==> src/rtl/chardisp_port.sv <==
module chardisp_port #(
  parameter int COLS       = 40,
  parameter int PAT_AW     = 6,
  parameter int BUSY_LONG  = 40,
  parameter int BUSY_SHORT = 4
) (
  input  logic       clk,
  input  logic       rst_n,
  input  logic       strobe,
  input  logic       data_sel,
  input  logic       rd_nwr,
  input  logic [7:0] bus_in,
  output logic [7:0] bus_out,
  output logic       busy,
  output logic [6:0] view_ofs
);
  localparam int DLEN = 2 * COLS;
  localparam int PLEN = 1 << PAT_AW;
  localparam int DAW  = $clog2(DLEN);
  localparam int CW   = $clog2(BUSY_LONG + 1);
  localparam logic [6:0] L1END  = 7'(COLS - 1);
  localparam logic [6:0] L2BASE = 7'h40;
  localparam logic [6:0] L2END  = 7'(64 + COLS - 1);
  localparam logic [6:0] ONEEND = 7'(DLEN - 1);
  localparam logic [6:0] PMASK  = 7'(PLEN - 1);

  logic [7:0]    dmem [DLEN];
  logic [7:0]    pmem [PLEN];
  logic [6:0]    ac, ofs;
  logic [7:0]    dr;
  logic          inc, shl, two, dsel, strobe_q;
  logic [CW-1:0] cnt;

  function automatic logic dvalid(input logic [6:0] a, input logic tw);
    return tw ? (int'(a[5:0]) < COLS) : (int'(a) < DLEN);
  endfunction

  function automatic logic [DAW-1:0] didx(input logic [6:0] a, input logic tw);
    int v;
    v = tw ? (a[6] ? COLS + int'(a[5:0]) : int'(a[5:0])) : int'(a);
    return DAW'(v);
  endfunction

  function automatic logic [6:0] step(input logic [6:0] a, input logic up,
                                     input logic disp, input logic tw);
    logic [6:0] r;
    if (!disp)
      r = (up ? a + 7'd1 : a - 7'd1) & PMASK;
    else if (tw) begin
      if (up) r = (a == L1END) ? L2BASE : (a == L2END) ? 7'h00 : a + 7'd1;
      else    r = (a == L2BASE) ? L1END : (a == 7'h00) ? L2END : a - 7'd1;
    end else begin
      if (up) r = (a == ONEEND) ? 7'h00 : a + 7'd1;
      else    r = (a == 7'h00) ? ONEEND : a - 7'd1;
    end
    return r;
  endfunction

  function automatic logic [7:0] fetch(input logic [6:0] a, input logic disp, input logic tw);
    if (disp) return dvalid(a, tw) ? dmem[didx(a, tw)] : 8'h00;
    return pmem[a[PAT_AW-1:0]];
  endfunction

  wire        fall   = strobe_q & ~strobe;
  wire        go     = fall & ~busy & (data_sel | ~rd_nwr);
  wire        ins_wr = go & ~data_sel & ~rd_nwr;
  wire        dat_wr = go & data_sel & ~rd_nwr;
  wire        dat_rd = go & data_sel & rd_nwr;
  wire [6:0]  nxt    = step(ac, inc, dsel, two);
  wire [6:0]  span   = two ? 7'(COLS) : 7'(DLEN);
  wire        is_long = (bus_in[7:1] == 7'h01) || (bus_in == 8'h01);
  wire [6:0]  cg_addr = {1'b0, bus_in[5:0]} & PMASK;

  assign busy     = cnt != '0;
  assign bus_out  = data_sel ? dr : {busy, ac};
  assign view_ofs = ofs;

  always_ff @(posedge clk or negedge rst_n) begin
    if (!rst_n) begin
      for (int i = 0; i < DLEN; i++) dmem[i] <= 8'h20;
      for (int i = 0; i < PLEN; i++) pmem[i] <= 8'h00;
      ac       <= '0;
      ofs      <= '0;
      dr       <= '0;
      inc      <= 1'b1;
      shl      <= 1'b0;
      two      <= 1'b0;
      dsel     <= 1'b1;
      strobe_q <= 1'b0;
      cnt      <= '0;
    end else begin
      strobe_q <= strobe;
      if (cnt != '0) cnt <= cnt - CW'(1);

      if (ins_wr) begin
        cnt <= is_long ? CW'(BUSY_LONG) : CW'(BUSY_SHORT);
        casez (bus_in)
          8'b1???????: begin
            ac   <= bus_in[6:0];
            dsel <= 1'b1;
            dr   <= fetch(bus_in[6:0], 1'b1, two);
          end
          8'b01??????: begin
            ac   <= cg_addr;
            dsel <= 1'b0;
            dr   <= fetch(cg_addr, 1'b0, two);
          end
          8'b001?????: two <= bus_in[3];
          8'b000001??: begin
            inc <= bus_in[1];
            shl <= bus_in[0];
          end
          8'b0000001?: begin
            ac   <= '0;
            ofs  <= '0;
            dsel <= 1'b1;
          end
          8'b00000001: begin
            for (int i = 0; i < DLEN; i++) dmem[i] <= 8'h20;
            ac   <= '0;
            ofs  <= '0;
            inc  <= 1'b1;
            dsel <= 1'b1;
          end
          default: ;
        endcase
      end

      if (dat_wr) begin
        cnt <= CW'(BUSY_SHORT);
        dr  <= bus_in;
        ac  <= nxt;
        if (dsel) begin
          if (dvalid(ac, two)) dmem[didx(ac, two)] <= bus_in;
          if (shl) begin
            if (inc) ofs <= (ofs >= span - 7'd1) ? 7'd0 : ofs + 7'd1;
            else     ofs <= (ofs == 7'd0) ? span - 7'd1 : ofs - 7'd1;
          end
        end else begin
          pmem[ac[PAT_AW-1:0]] <= bus_in;
        end
      end

      if (dat_rd) begin
        cnt <= CW'(BUSY_SHORT);
        ac  <= nxt;
        dr  <= fetch(nxt, dsel, two);
      end
    end
  end
endmodule


==> config.mk <==
export PLATFORM = sky130hd
export DESIGN_NAME = chardisp_port
export DESIGN_NICKNAME = d
export VERILOG_FILES = /design/src/rtl/chardisp_port.sv
export SDC_FILE = /design/constraint.sdc
export NUM_CORES = 2
export LEC_CHECK = 0
export BUFFER_PORTS_ARGS = -buffer_cell sky130_fd_sc_hd__buf_2
export CORE_MARGIN = 8
export CORE_UTILIZATION = 56
export CTS_BUF_LIST = sky130_fd_sc_hd__clkbuf_4
export DETAILED_ROUTE_END_ITERATION = 12
export PLACE_DENSITY = 0.7
export SETUP_SLACK_MARGIN = 0.02
export SLEW_MARGIN = 40
export SYNTH_ARGS = -nofsm -noshare
export SYNTH_HDL_FRONTEND = slang
export SYNTH_SLANG_ARGS = --single-unit
==> constraint.sdc <==
create_clock -name clk -period 14.49 [get_ports clk]
set_input_delay 0.7245 -clock clk [delete_from_list [all_inputs] [get_ports clk]]
set_output_delay 0.7245 -clock clk [all_outputs]
set_load 0.03 [all_outputs]
After elaboration in Yosys (flattened, before gate mapping). Index checks and enable logic that the tools add are counted. W data, S select, Z words.

Flip-flop bits (word level): 1185. Output and inout bits: 16.

Add/subtract/negate cells: 9. Magnitude comparators: 15. Equality and inequality tests: 9. Mux-type cells: 77. Bitwise logic cells: 20. Reduce and logical (&&, ||, !) cells: 21.

Operators by type and width (number): $mux W640 (5); $bwmux W640 (1); $bwmux W512 (1); $mux W7 (28); $mux W8 (19); $bmux W8 S7 (2); $bmux W8 S6 (2); $demux W8 S7 (1); $demux W8 S6 (1); $mux W6 (6); $ge A8 B8 Y1 const B (3); $not A7 Y8 (3); $add A6 B6 Y7 const A (3); $eq A7 B7 Y1 const B (3); $ge A7 B7 Y1 const B (3); $lt A7 B7 Y1 const B (3); $not A6 Y7 (3); $pmux W7 S3 (1); $sub A7 B1 Y7 const B (3); $lt A6 B6 Y1 const B (3); $pmux W8 S2 (1); $add A7 B1 Y7 const B (2); $logic_not A7 Y1 (2); $reduce_and A2 Y1 (7); other kinds (24) (45).

Longest topological paths before layout.
Depth in word-level cells: 17. Depth in mapped cells: 21. Gate-level depth less buffers: 14.

Least setup slack after synthesis. Ideal clock, no wire load.

Path type: register to register. From: reg ac[0]. To: reg dr[5]. Setup time: 0.082 ns. Arrival time: 4.495 ns. Required time: 14.408 ns. Slack: 9.913 ns. Cell stages (with the launch flop): 21. Buffers on the path: 6. Period minus slack after synthesis: 4.577 ns. Cell sequence: dfrtp_1 clkbuf_1 inv_1 clkbuf_1 ha_1 nor2b_1 and3_1 o21ai_0 and2_1 buf_2 inv_2 clkbuf_1 clkbuf_1 ha_1 mux2i_1 buf_4 mux4_2 mux2i_1 o22ai_1 or4_1 a31oi_1.

Longest elaborated chain between the ends: 17. Elaborated cells on any way between the ends: 36.

Ends and longest elaborated chain: start: declaration (RTL line 29) `logic [6:0] ac, ofs;`; start signal: assignment (RTL line 99) `ac <= bus_in[6:0];`; start signal: assignment (RTL line 104) `ac <= cg_addr;`; start signal: assignment (RTL line 132) `ac <= nxt;`; $sub A7 B1 Y7, or another cell as far along (RTL line 51, 54); $mux W7, on equally long branches (2 in series) (RTL line 51, 50); $mux W7 (RTL line 50) `if (up) r = (a == L1END) ? L2BASE : (a == L2END) ? 7'h00 : a + 7'd1;`; $mux W7 (RTL line 49) `else if (tw) begin`; $mux W7 (*) (RTL line 47) `if (!disp)`; $add A6 B6 Y7 (RTL line 40) `v = tw ? (a[6] ? COLS + int'(a[5:0]) : int'(a[5:0])) : int'(a);`; $mux W7 (2 in series) (RTL line 40); $not A7 Y8 (implied by the code) (RTL line 60) `if (disp) return dvalid(a, tw) ? dmem[didx(a, tw)] : 8'h00;`; $bmux W8 S7 (RTL line 60); $mux W8 (implied by the code) (2 in series) (RTL line 60); $mux W8 (2 in series) (RTL line 60); $mux W8 (*) (RTL line 61) `return pmem[a[PAT_AW-1:0]];`; $mux W8 (*) (RTL line 144) `if (dat_rd) begin`; end signal: assignment (RTL line 101) `dr <= fetch(bus_in[6:0], 1'b1, two);`; end signal: assignment (RTL line 131) `dr <= bus_in;`; end signal: assignment (RTL line 147) `dr <= fetch(nxt, dsel, two);`; end: declaration (RTL line 30) `logic [7:0] dr;`.

Every way passes the cells marked *; elsewhere a longest branch is shown, timed or not. The select of a mux whose other input is x is not followed. A chain may end at the register's enable or synchronous reset.

Worst setup path in the final report.
From: reg ac[0]. To: reg dr[6].

Same word-level chain as after synthesis.

==> metrics list <==
* Final critical-path share of the clock period: 0.4487
- Final nets: 6431
- Once the clock tree was built, the setup fixing pass inserted 0 buffers.
- Net count of the mapped netlist: 6499
- Slew at the pin closest to its max-slew limit: 1.042 ns
* Slowest stage cell on the critical path: o32ai_1
- Gate count after technology mapping: 6471
- Headroom to the max-slew limit: 0.2981
- Vias after detailed routing: 56880
* Die width: 361.8 microns
- Pins Over Slew Limit: 0
- The worst setup path is launched from a flip-flop.
- For this run, design rule violations remaining after detail routing come to 0.
- The detail route stage leaves a number of antenna-violating nets equal to 0.
* Number of detailed-route iterations in the first pass: 7
- Endpoint type of the worst setup path: flip-flop
- Synth Warn #: 0
* Maximum clock insertion buffer count: 4
* Final Hold Viols: 0
* Growth of design area from synthesis to finish: 8.990%
- In the global route stage, overall resource usage came out at 0.3602.
- The critical path is of the reg -> reg type.
- Detailed placement ended at an HPWL of 149300 microns.
- Unrepaired setup endpoints after global routing: no
- Clock transition at the register clock pins on the worst setup and hold paths after CTS: 0.08 ns
* Delay contributed by the slowest stage of the critical path: 0.78 ns
* Count of cell types in the netlist: 81
- For this run, the top clock speed supported by timing is 153.8 MHz.
* Clock latency on the worst-skew pair: 1.33 ns
- Critical Path Fanout Max: 93
- Summed over all cells, the static leakage comes to 30.89 nW.
- Die outline area: 130900 sq um
- At the end of routability-driven placement, the weighted congestion stood at 0.9956.
- The cell area that synthesis handed to floorplanning was 66960 sq um.
- Min Tclk post-route: 6.501 ns
- Dividing the detail-routed via count by the number of cells gives 6.887.
* Required time of the critical path: 15.69 ns
- Summed over all layers, the global routing overflow is 0.
* Largest vdd supply drop: 268.6 uV
- Resize count post-CTS: 0
- Type of the most critical hold path: in -> reg
- The via count of the first global-routing pass came to 55440.
- Entering global routing, the biggest net connects 159 pins.
- Number of max-cap violations: 0
- Worst slack, placed: 8.215 ns
- STA puts the critical path data arrival time at 7.70 ns.
- The first global-routing pass estimated 359600 microns of wire.
- The share of synthesized area in the top cell type comes to 0.4122.
- Counting flops with a built-in enable in the synthesized netlist gives 0.
- Fraction of the yosys area taken by sequential cells: 0.4444
- The largest total area in the synthesized netlist belongs to dfrtp_1.
- The initial utilization of the core area, before any placement, comes to 0.5611.
* Power per cell area: 154.5 nW/um^2
* Syn_area_per_cell: 10.35 sq um
* Top-level I/O count: 29
- Detailed Route Iter0 Violations: 7952
- Clock net sink count: 1185
- Run status: finished clean
- Counting the fill cells in the layout gives 9733.
- Commonest register cell after synthesis: dfrtp_1
* TritonCTS clock tree: done
- The commonest cells after synthesis are nand2_1, dfrtp_1, o21ai_0.
- The cell sitting at the root of the clock tree is a clkbuf_4.
* Async set-reset flop share out of synthesis: 1.000
- H-tree depth: 5
- Core region area: 119300 sq um
* Clock skew: 0.1015 ns
* Setup total negative slack: 0 ns
- Top-count cell post-synth: nand2_1
- Buffers on Ports: 28
* Routed wirelength normalized by instance count: 29.00 microns
- Die H: 361.8 microns
* Cell breakdown of the critical path: inv_1 -> ha_1 -> nor2b_1 -> a41oi_2 -> a21oi_4 -> buf_12 -> buf_16 -> buf_4 -> buf_6 -> nand2_1 -> a221oi_1 -> nor3_2 -> o32ai_1 -> a211oi_1 -> o311ai_1
* Initial antenna violation count: 17
- Count of standard-cell rows: 127
* Fraction of layout instances using a drive strength above 1: 0.2766
- Largest cells by area after synthesis: dfrtp_1, mux4_2, mux2_2
- Final worst slack: 7.989 ns
* Finish-stage setup viols: 0
- After detailed routing, the total wire length is 239500 microns.
* Seq cells post-synth: 1185
- Counting the buffers created by CTS gives 337.
[layout make-up]
cell class                      instances  area (sq um)  area share
Antenna cell                            9         22.52   0.0003086
Clock buffer                          513          3851     0.05277
Clock inverter                         61         297.8    0.004080
Inverter                               27         107.6    0.001474
Multi-Input combinational cell       4673         35200      0.4823
Sequential cell                      1185         29760      0.4078
Tap cell                             1612          2017     0.02764
Timing Repair Buffer                  179          1728     0.02368
[power breakdown]
group          leakage [nW]  internal, mW  total (mW)  switching (mW)
Combinational          12.2          1.24        4.74            3.50
Sequential             16.2          3.35        3.43          0.0747
Clock                  2.52          1.64        3.11            1.48
[through the flow]
stage / instance area, sq um / hold slack [ns] / power (mW) / utilization / instances
5_1_grt: 72970 / 0.1085 / 11.56 / 0.6115 / 8255
2_1_floorplan: 66960 / 0.4289 / 6.134 / - / 6471
4_1_cts: 72740 / 0.03340 / 11.06 / 0.6096 / 8245
6_report: 72980 / 0.1330 / 11.28 / 0.6115 / 8259
3_3_place_gp: 68080 / 0.4922 / 7.900 / 0.5705 / 7655
3_5_place_dp: 68450 / 0.5018 / 7.954 / 0.5736 / 7658
[sequential cells by signal, indices dropped and copies added (netlist names)]
register,count
ac,7
strobe_q,1
two,1
inc,1
view_ofs,7
pmem,512
dmem,640
dsel,1
cnt,6
shl,1
dr,8
[critical path: cells and delay by family (launching register included)]
family                   cells  cell delay (ns)
adder cells (fa/ha/maj)      1             0.27
flip-flops                   1             0.53
AND/OR/NAND/NOR              3             0.79
buffers and inverters        5             2.47
AO/OA/AOI/OAI                6             2.15
[final timing paths]
path	start	end	slack [ns]	depth (start not counted)
max reg2reg	ac[0]	dr[6]	7.99	15
max in group asynchronous	rst_n	pmem[111]	11.34	7
min reg2reg	dmem[619]	dmem[619]	0.51	2
min	strobe	strobe_q	0.13	2
min in group asynchronous	rst_n	dmem[45]	0.59	3
max	ac[0]	dr[6]	7.99	15
[kinds of logic (layout without fill, tap and decap cells)]
logic type,after synthesis,count (layout),share of synthesized area
mux,1202,1202,0.2625
flops,1185,1185,0.4444
other cells,0,9,0
fa+ha+maj,15,15,0.002803
buf+inv,613,780,0.03702
simple gates,2171,2171,0.1392
compound gates,1269,1269,0.1120
xor+xnor,16,16,0.002093
[layer usage]
metal / global-route usage / share of wire / vias to the layer above
met1: 0.4752 / 0.37 / 28180
li1: - / - / 23750
met2: 0.5233 / 0.43 / 3949
met3: 0.1066 / 0.12 / 983
met4: 0.2242 / 0.072 / 12
met5: 0 / 0.00034 / -
[cell usage in the layout (no fill, tap or decap), types with 21 or more instances in the layout]
cell type,synthesis,routed
a21oi_1,323,320
a221oi_1,43,42
a311oi_1,68,68
a31oi_1,60,60
a32oi_1,23,23
and3_1,77,76
buf_4,6,100
buf_6,1,25
clkbuf_4,0,513
clkinv_1,2,44
dfrtp_1,1103,1102
dfstp_2,82,82
inv_1,22,21
mux2_2,526,526
mux2i_1,285,284
mux4_2,390,390
nand2_1,1244,1244
nand3_1,416,415
nand4_1,28,28
nor2_1,235,152
nor2_2,0,81
nor3_1,84,70
o21ai_0,538,533
o21ai_1,35,39
o22ai_1,31,31
or3_1,26,26
[what timing repair did]
item | 4_1_cts | 5_1_grt
setup endpoints to repair | 0 | 0
hold buffers | 13 | 0
hold endpoints to repair | 374 | 0
(Power assumes the default switching activity.)
